===== src/rtl/irqm_pkg.sv =====
package irqm_pkg;
  localparam int unsigned NUM_LINES = 3;
  localparam int unsigned WORD_W    = 8;
  localparam int unsigned TOP_LINE  = NUM_LINES - 1;
  // operand fields of a mask write
  localparam int unsigned OP_SOD_BIT   = 7;
  localparam int unsigned OP_SDE_BIT   = 6;
  localparam int unsigned OP_CLR_BIT   = 4;
  localparam int unsigned OP_MLOAD_BIT = 3;
endpackage


===== src/rtl/irqm_edge_latch.sv =====
module irqm_edge_latch (
  input  logic clk_i,
  input  logic rst_ni,
  input  logic line_i,
  input  logic clr_i,
  output logic pend_o
);
  logic prev_q;
  logic rise;

  assign rise = line_i & ~prev_q;

  always_ff @(posedge clk_i or negedge rst_ni) begin
    if (!rst_ni) begin
      prev_q <= 1'b0;
      pend_o <= 1'b0;
    end else begin
      prev_q <= line_i;
      pend_o <= (pend_o & ~clr_i) | rise; // new edge beats clear
    end
  end
endmodule


===== src/rtl/irqm_prio_sel.sv =====
module irqm_prio_sel #(
  parameter int unsigned N = 3
) (
  input  logic [N-1:0] cand_i,
  output logic [N-1:0] grant_o
);
  for (genvar i = 0; i < N; i++) begin : g_sel
    if (i == N - 1) begin : g_top
      assign grant_o[i] = cand_i[i];
    end else begin : g_low
      assign grant_o[i] = cand_i[i] & ~(|cand_i[N-1:i+1]);
    end
  end
endmodule


===== src/rtl/irq_mask_unit.sv =====
module irq_mask_unit
  import irqm_pkg::*;
(
  input  logic                 clk_i,
  input  logic                 rst_ni,
  input  logic                 ei_i,
  input  logic                 di_i,
  input  logic                 mask_wr_i,
  input  logic [WORD_W-1:0]    mask_word_i,
  input  logic                 irq_ack_i,
  input  logic [NUM_LINES-1:0] irq_line_i,
  input  logic                 sid_i,
  output logic [WORD_W-1:0]    status_o,
  output logic [NUM_LINES-1:0] req_o,
  output logic                 sod_o
);
  logic                 ie_q;
  logic [NUM_LINES-1:0] mask_q;
  logic                 sod_q;
  logic                 top_pend;
  logic                 top_clr;
  logic [NUM_LINES-1:0] pend;
  logic [NUM_LINES-1:0] cand;

  always_ff @(posedge clk_i or negedge rst_ni) begin
    if (!rst_ni) begin
      ie_q <= 1'b0;
    end else if (di_i || irq_ack_i) begin
      ie_q <= 1'b0;
    end else if (ei_i) begin
      ie_q <= 1'b1;
    end
  end

  always_ff @(posedge clk_i or negedge rst_ni) begin
    if (!rst_ni) begin
      mask_q <= '1;
      sod_q  <= 1'b0;
    end else if (mask_wr_i) begin
      if (mask_word_i[OP_MLOAD_BIT]) mask_q <= mask_word_i[NUM_LINES-1:0];
      if (mask_word_i[OP_SDE_BIT])   sod_q  <= mask_word_i[OP_SOD_BIT];
    end
  end

  assign top_clr = (mask_wr_i & mask_word_i[OP_CLR_BIT]) | (irq_ack_i & req_o[TOP_LINE]);

  irqm_edge_latch i_top_latch (
    .clk_i  (clk_i),
    .rst_ni (rst_ni),
    .line_i (irq_line_i[TOP_LINE]),
    .clr_i  (top_clr),
    .pend_o (top_pend)
  );

  assign pend = {top_pend, irq_line_i[TOP_LINE-1:0]};
  assign cand = pend & ~mask_q & {NUM_LINES{ie_q}};

  irqm_prio_sel #(.N(NUM_LINES)) i_prio (
    .cand_i  (cand),
    .grant_o (req_o)
  );

  assign status_o = {sid_i, pend, ie_q, mask_q};
  assign sod_o    = sod_q;
endmodule


===== config.mk =====
export PLATFORM = sky130hd
export DESIGN_NAME = irq_mask_unit
export DESIGN_NICKNAME = d
export VERILOG_FILES = /design/src/rtl/irqm_pkg.sv /design/src/rtl/irqm_edge_latch.sv /design/src/rtl/irqm_prio_sel.sv /design/src/rtl/irq_mask_unit.sv
export SDC_FILE = /design/constraint.sdc
export NUM_CORES = 1
export LEC_CHECK = 0
export BUFFER_PORTS_ARGS = -buffer_cell sky130_fd_sc_hd__buf_2
export CORE_AREA = 10 10 47 49
export CTS_BUF_LIST = sky130_fd_sc_hd__clkbuf_2 sky130_fd_sc_hd__clkbuf_4 sky130_fd_sc_hd__clkbuf_8
export DETAILED_ROUTE_END_ITERATION = 7
export DIE_AREA = 0 0 57 59
export SYNTH_ARGS = -nofsm -noshare
export SYNTH_HDL_FRONTEND = slang
export SYNTH_SLANG_ARGS = --single-unit

===== constraint.sdc =====
create_clock -name clk_i -period 1.55 [get_ports clk_i]
set_clock_uncertainty 0.1 [all_clocks]
set_input_delay 0.155 -clock clk_i [delete_from_list [all_inputs] [get_ports clk_i]]
set_output_delay 0.155 -clock clk_i [all_outputs]
set_load 0.1 [all_outputs]

* Word-level counts from Yosys, hierarchy flattened
Cells that the tools add are included.
Storage, ports and cells: logic and storage cells 27, output and inout bits 12, flip-flop bits (word level) 7
Operators by class: bitwise operators 15, reduce and logical (&&, ||, !) cells 5, muxes and demuxes 2
Operators by type and width (number):
- AND 1 bit | 6
- AND 3 bit | 2
- inverter 1 bit | 4
- AND reduction 2 bit | 2
- inverter 3 bit | 1
- 2-to-1 mux 1 bit | 2
- bitwise OR 1 bit | 2
- nonzero test 2 bit | 1
- OR reduction 2 bit | 1
- logical OR 1 bit | 1

* Logic depth before layout (Yosys ltp)
Gate-level depths: netlist of the first run.
depth after elaboration 8, depth in mapped cells 2, depth with buffers taken out 2

* Cells and area by module
From an unflattened synthesis of the first run, not the netlist that was laid out.
Unflattened totals: cells, all modules 32, area total of the unflattened synthesis 371.6 µm²
By module, submodules not included:
- irq_mask_unit | sequential area each 128.9 µm², area an instance 275.3 µm², cells each 24, times used 1
- irqm_edge_latch | sequential area each 50.0 µm², area an instance 70.1 µm², cells each 5, times used 1
- irqm_prio_sel | sequential area each 0.0 µm², area an instance 26.3 µm², cells each 3, times used 1

* Worst setup path after synthesis of the first run
No wires, ideal clock.
path kind flip-flop to output port, from reg mask_q[2], to out req_o[0], slack -1732 ps, stages on the path, launching flop included 3, data arrival time 3027 ps, cell sequence dfstp_2 > and3b_4 > nor4b_2
On the way: longest elaborated chain between the ends 6
Ends and longest elaborated chain:
- start: declaration | RTL line irq_mask_unit.sv:18 | logic [NUM_LINES-1:0] mask_q;
- start signal: assignment | RTL line irq_mask_unit.sv:40 | if (mask_word_i[OP_MLOAD_BIT]) mask_q <= mask_word_i[NUM_LINES-1:0];
- inverter 3 bit | RTL line irq_mask_unit.sv:56 | assign cand = pend & ~mask_q & {NUM_LINES{ie_q}};
- AND 3 bit (2 in a row) | RTL line irq_mask_unit.sv:56
- net req_o[2] | RTL line irq_mask_unit.sv:14 | output logic [NUM_LINES-1:0] req_o,
- OR reduction 2 bit | RTL line irqm_prio_sel.sv:11 | assign grant_o[i] = cand_i[i] & ~(|cand_i[N-1:i+1]);
- inverter 1 bit | RTL line irqm_prio_sel.sv:11
- AND 1 bit | RTL line irqm_prio_sel.sv:11
- end: declaration | RTL line irq_mask_unit.sv:14
The timed path passes the listed nets, and every way through them passes these cells.

* Final worst setup path of the first run
from reg mask_q[2], to out req_o[0]
On the way: longest elaborated chain between the ends 6
Ends and longest elaborated chain (RTL line):
- inverter 3 bit | irq_mask_unit.sv:56
- AND 3 bit (2 in a row) | irq_mask_unit.sv:56
- OR reduction 2 bit | irqm_prio_sel.sv:11
- inverter 1 bit | irqm_prio_sel.sv:11
- AND 1 bit | irqm_prio_sel.sv:11
No other way between the ends.

==> flow_summary.json, run 1 <==
{
  "max_stage_delay_ns": 0.61,
  "hold_path_startpoint": "mask_word_i[2]",
  "ant_nets": 0,
  "antenna_cells": 0,
  "area_delta_synth_final_pct": 83.3,
  "yosysSeqAreaShare": 0.507,
  "synth_top_area_frac": 0.284,
  "syn_area_per_cell_um2": 12.2,
  "synth_warnings": 0,
  "grt_setup_unrepaired": "yes",
  "p_per_area_nw_per_um2": 1130,
  "cts_buffers": 3,
  "gr-total-overflow": 0,
  "cp.required_ns": 1.29,
  "grt_pass1_wl_um": 1630,
  "max-cap-violations": 0,
  "cp.arrival_ns": 1.55,
  "synthCells": 29,
  "dr.pass1.iters": 1,
  "yosysUniqueCellTypes": 15,
  "layout.nets": 81,
  "max_freq_mhz": 555,
  "irDropWorstVdd_mv": 0.624,
  "num_vias": 337,
  "synth_fp_nets": 47,
  "cp_max_fo": 3,
  "port_buffers": 26,
  "setup_slack_ns": -0.253,
  "avgViaCountPerCell": 4.32,
  "cts_tree": "built",
  "grt_max_degree": 8,
  "path_delay_family": "flip-flops",
  "grt.total_usage": 0.0641,
  "dp_hpwl_um": 837,
  "cp-end-kind": "output port",
  "initial_core_util": 0.252,
  "worst_slew_pin_slew_ns": 0.494,
  "power_mw": 0.733,
  "crit_buf_inv": 1,
  "min_period_over_period": 1.16,
  "min_to": "mask_q[2]$_DFFE_PN1P_",
  "grt_pass1_vias": 392,
  "relSlewSlack": 0.673,
  "die-area_um2": 3360,
  "r2r_cells": 4,
  "r2r_end": "ie_q$_DFFE_PN0P_",
  "antenna_found_initial": 0,
  "fin_crit_ns": 1.80,
  "finalMaxSlewViolations": 0,
  "die_y_um": 59,
  "synth-seq-cells": 7,
  "wl_um": 1000,
  "ios": 30,
  "fin_cells": 78,
  "syn-cell-area_um2": 353,
  "start_kind": "register",
  "yosysTopAreaCell": "dfrtp_1",
  "criticalPathCategory": "register to output port",
  "core_area_um2": 1400,
  "drt_iter0_markers": 0,
  "final_cell_area_um2": 647,
  "setup_viol": 3,
  "r2r_setup_slack_ns": 0.11,
  "gp_congestion": 0.656,
  "failed_checks": "setup timing",
  "clkTransAtPathRegs_ns": 0.05,
  "routedWlPerCell_um": 12.9,
  "insertion_delay_ns": 0.25,
  "p_leak_nw": 0.313,
  "netlist_top_cells_area": "dfrtp_1, dfstp_2, mux2_2, buf_4, nor4b_2",
  "cts-root-buf": "clkbuf_4",
  "outcome": "complete, but fails checks",
  "hold_ws_ns": 0.0379,
  "numPlacedInstances": 69,
  "rows": 14,
  "crit_chain": "and3b_4 -> nor4b_4 -> buf_12",
  "final_common_cell": "buf_2",
  "hold_viol": 0,
  "cts.sinks": 7,
  "htreeDepth": 1,
  "reg2reg_from": "ie_q$_DFFE_PN0P_",
  "die_x_um": 57,
  "drive_above_1_share": 0.726,
  "hold_class": "primary input to register",
  "hold_path_depth": 2,
  "drc": 0,
  "cts_buffer_depth": 2,
  "slowest_stage": "dfstp_4",
  "place_area_um2": 561
}
power breakdown:
part | internal, mW | total (mW) | switching (mW)
registers | 0.215 | 0.227 | 0.0115
logic | 0.0907 | 0.324 | 0.233
clock network | 0.116 | 0.182 | 0.0661
total | 0.422 | 0.733 | 0.311
timing repair:
action,4_1_cts,5_1_grt
hold buffers,4,0
pin swaps,0,0
resized for setup,1,1
setup endpoints to repair,3,4
setup buffers,1,0
endpoints found under the hold margin,9,0
worst reg2reg max path, stage by stage (launching register included):
cell and delay [ns]:
dfrtp_1 0.37, buf_4 0.15, nor2_1 0.11, nor3_2 0.05
dlygate4sd3_1 0.55
synth_stat cells:
cell type	n
nand2_1	3
buf_4	5
nor3_1	1
mux2_2	4
and3b_2	1
nor2b_1	1
nor2_1	1
nand2b_1	1
nand3b_1	1
nor4b_2	1
dfstp_2	3
inv_1	1
a32o_1	1
and3b_4	1
dfrtp_1	4
flip-flops by register name, summed over array words and instances (netlist names):
name                flops
mask_q                  3
i_top_latch.pend_o      1
i_top_latch.prev_q      1
ie_q                    1
sod_o                   1
per-stage QoR:
| step | setup TNS, ns | setup slack (ns) | utilization |
|---|---|---|---|
| after floorplan | -1.38 | -0.928 | - |
| after global routing | -0.775 | -0.323 | 0.462 |
| after global placement | 0 | 0.0211 | 0.400 |
| after CTS | -0.658 | -0.269 | 0.458 |
| final | -0.625 | -0.253 | 0.462 |
| after detailed placement | 0 | 0.00815 | 0.400 |
cells by family after synthesis:
| group | count (synthesis) | synth area share |
|---|---|---|
| buf+inv | 6 | 0.117 |
| flops | 7 | 0.507 |
| mux | 4 | 0.128 |
| simple gates | 11 | 0.220 |
| compound gates | 1 | 0.0284 |
final cells by class:
cell class	instances	area, um^2
tap	16	20.0
timing repair buffer	34	264
fill	148	754
clock buffer	4	30.0
multi-input combinational	16	146
inverter	1	3.75
sequential	7	183
how the worst max path moves through the flow:
stage | from | to | slack, ns | cells past startpoint
after CTS | mask_q[2]$_DFFE_PN1P_ | req_o[0] | -0.27 | 3
after floorplan | mask_q[2]$_DFFE_PN1P_ | req_o[0] | -0.93 | 2
final | mask_q[2]$_DFFE_PN1P_ | req_o[0] | -0.25 | 3
after global routing | mask_q[2]$_DFFE_PN1P_ | req_o[0] | -0.32 | 3
after detailed placement | mask_q[2]$_DFFE_PN1P_ | req_o[0] | 0.008 | 3
after global placement | mask_q[2]$_DFFE_PN1P_ | req_o[0] | 0.02 | 3
per-layer routing:
metal / share of wire / global-route usage / routed length, um
met1: 0.33 / 0.0538 / 331
met2: 0.59 / 0.109 / 588
met3: 0.052 / 0.0322 / 52
met4: 0.030 / 0.0604 / 30
met5: 0 / 0 / 0
Power figures use the tool's default switching activity.
==> run 2, diff against run 1 <==
--- a/config.mk
+++ b/config.mk
@@ -6,10 +6,13 @@
 export NUM_CORES = 1
 export LEC_CHECK = 0
 export BUFFER_PORTS_ARGS = -buffer_cell sky130_fd_sc_hd__buf_2
-export CORE_AREA = 10 10 47 49
+export CELL_PAD_IN_SITES_DETAIL_PLACEMENT = 1
+export CELL_PAD_IN_SITES_GLOBAL_PLACEMENT = 1
+export CORE_AREA = 10 10 48 50
 export CTS_BUF_LIST = sky130_fd_sc_hd__clkbuf_2 sky130_fd_sc_hd__clkbuf_4 sky130_fd_sc_hd__clkbuf_8
 export DETAILED_ROUTE_END_ITERATION = 7
-export DIE_AREA = 0 0 57 59
+export DIE_AREA = 0 0 58 60
+export PLACE_DENSITY_LB_ADDON = 0.1
 export SYNTH_ARGS = -nofsm -noshare
 export SYNTH_HDL_FRONTEND = slang
 export SYNTH_SLANG_ARGS = --single-unit
==> run 2 against run 1 <==
Against the previous run:
- the run still ends with setup timing left
- utilization decreased by 2.8 points
- routed wire length rose by 11%
- non-clock buffer count down 2
- critical endpoint unchanged
- largest cell class unchanged
- highest routed layer unchanged
==> flow_summary.json, run 2 (synthesis results as in run 1) <==
{
  "min_period_over_period": 1.16,
  "cts_tree": "built",
  "wl_um": 1110,
  "ant_nets": 0,
  "numPlacedInstances": 68,
  "core_area_um2": 1440,
  "cp-end-kind": "output port",
  "cp_max_fo": 3,
  "grt.total_usage": 0.0699,
  "place_area_um2": 553,
  "rows": 14,
  "die-area_um2": 3480,
  "setup_slack_ns": -0.240,
  "drc": 0,
  "path_delay_family": "flip-flops",
  "cts-root-buf": "clkbuf_4",
  "r2r_setup_slack_ns": 0.17,
  "fillers": 174,
  "post_cts_buffers": 0,
  "gr-total-overflow": 0,
  "avgViaCountPerCell": 4.46,
  "grt_setup_unrepaired": "yes",
  "multi_input_area_um2": 141,
  "irDropWorstVdd_mv": 0.433,
  "slowest_stage": "dfstp_4",
  "relSlewSlack": 0.672,
  "htreeDepth": 1,
  "p_leak_nw": 0.301,
  "cts_buffer_depth": 2,
  "drt_iter0_markers": 4,
  "regMostFlops": "mask_q",
  "gp_congestion": 0.675,
  "ios": 30,
  "fin_tns_setup_ns": -0.509,
  "antenna_cells": 0,
  "antenna_found_initial": 0,
  "fin_crit_ns": 1.79,
  "start_kind": "register",
  "die_x_um": 58,
  "cp.required_ns": 1.29,
  "grt_pass1_vias": 384,
  "fin_cells": 76,
  "crit_chain": "and3b_4 -> nor4b_4 -> buf_12",
  "num_vias": 339,
  "outcome": "complete, but fails checks",
  "port_buffers": 26,
  "worst_slew_pin_slew_ns": 0.496,
  "crit_buf_inv": 1,
  "cts_resized": 0,
  "p_per_area_nw_per_um2": 1170,
  "max_freq_mhz": 559,
  "criticalPathCategory": "register to output port",
  "post-route-util": 0.434,
  "largest_reg_flops": 3,
  "grt_pass1_wl_um": 1810,
  "die_y_um": 60,
  "setup_viol": 3,
  "routedWlPerCell_um": 14.6,
  "hold_viol": 0,
  "layout.nets": 79,
  "cts.sinks": 7,
  "drive_above_1_share": 0.700,
  "finalMaxSlewViolations": 0,
  "cp.arrival_ns": 1.54,
  "grt_max_degree": 8,
  "dr.pass1.iters": 2,
  "cts_buffers": 3,
  "insertion_delay_ns": 0.25,
  "max-cap-violations": 0,
  "hold_ws_ns": 0.0354,
  "initial_core_util": 0.246,
  "area_delta_synth_final_pct": 76.6,
  "final_common_cell": "buf_2",
  "max_stage_delay_ns": 0.60,
  "final_cell_area_um2": 623,
  "hold_class": "primary input to register",
  "clkTransAtPathRegs_ns": 0.05,
  "failed_checks": "setup timing",
  "seqCellArea_um2": 183
}
run 2: cell types whose count changed in the layout (fill, tap and decap cells not counted), sizes merged:
| cell | before | now |
|---|---|---|
| buf | 30 | 28 |
run 2: final timing paths:
kind | start | endpoint | cells after the start
min | mask_word_i[7] | sod_o$_DFFE_PN0P_ | 2
max | mask_q[2]$_DFFE_PN1P_ | req_o[0] | 3
min reg2reg | sod_o$_DFFE_PN0P_ | sod_o$_DFFE_PN0P_ | 1
max reg2reg | ie_q$_DFFE_PN0P_ | ie_q$_DFFE_PN0P_ | 3
min in group asynchronous | rst_ni | i_top_latch.pend_o$_DFF_PN0_ | 2
max in group asynchronous | rst_ni | mask_q[0]$_DFFE_PN1P_ | 2
run 2: cell type report:
cell class | count | share of cell area
well taps | 16 | 0.0321
multi-input cells | 16 | 0.227
inverters | 1 | 0.00602
flip-flops and latches | 7 | 0.293
clock buffers | 4 | 0.0482
repair buffers | 32 | 0.394
run 2: metal layers:
metal	track usage	vias up	wire, um
met5	0	-	0
met4	0.0604	0	31
met3	0.0403	4	130
met2	0.109	21	555
met1	0.0649	156	393
li1	-	158	-
run 2: worst reg2reg max path, stage by stage, from the launching register on:
cell           delay (ns)
dfrtp_1              0.43
nor2_1               0.12
nor3_1               0.05
dlygate4sd3_1        0.56
run 2: timing repair:
item,in CTS,in global routing
hold buffers,4,0
pin swaps,0,0
endpoints found under the hold margin,9,0
endpoints found under the setup margin,3,3
run 2: metrics by stage:
step	power (mW)	worst slack, ns
2_1_floorplan	0.481	-0.928
3_3_place_gp	0.541	0.0253
3_5_place_dp	0.546	0.0167
4_1_cts	0.742	-0.261
5_1_grt	0.769	-0.309
6_report	0.728	-0.240
run 2: where the power goes:
group	internal [mW]	switching [mW]	total, mW
clock network	0.116	0.0662	0.182
registers	0.215	0.0130	0.228
logic	0.0873	0.230	0.317
total	0.418	0.309	0.728
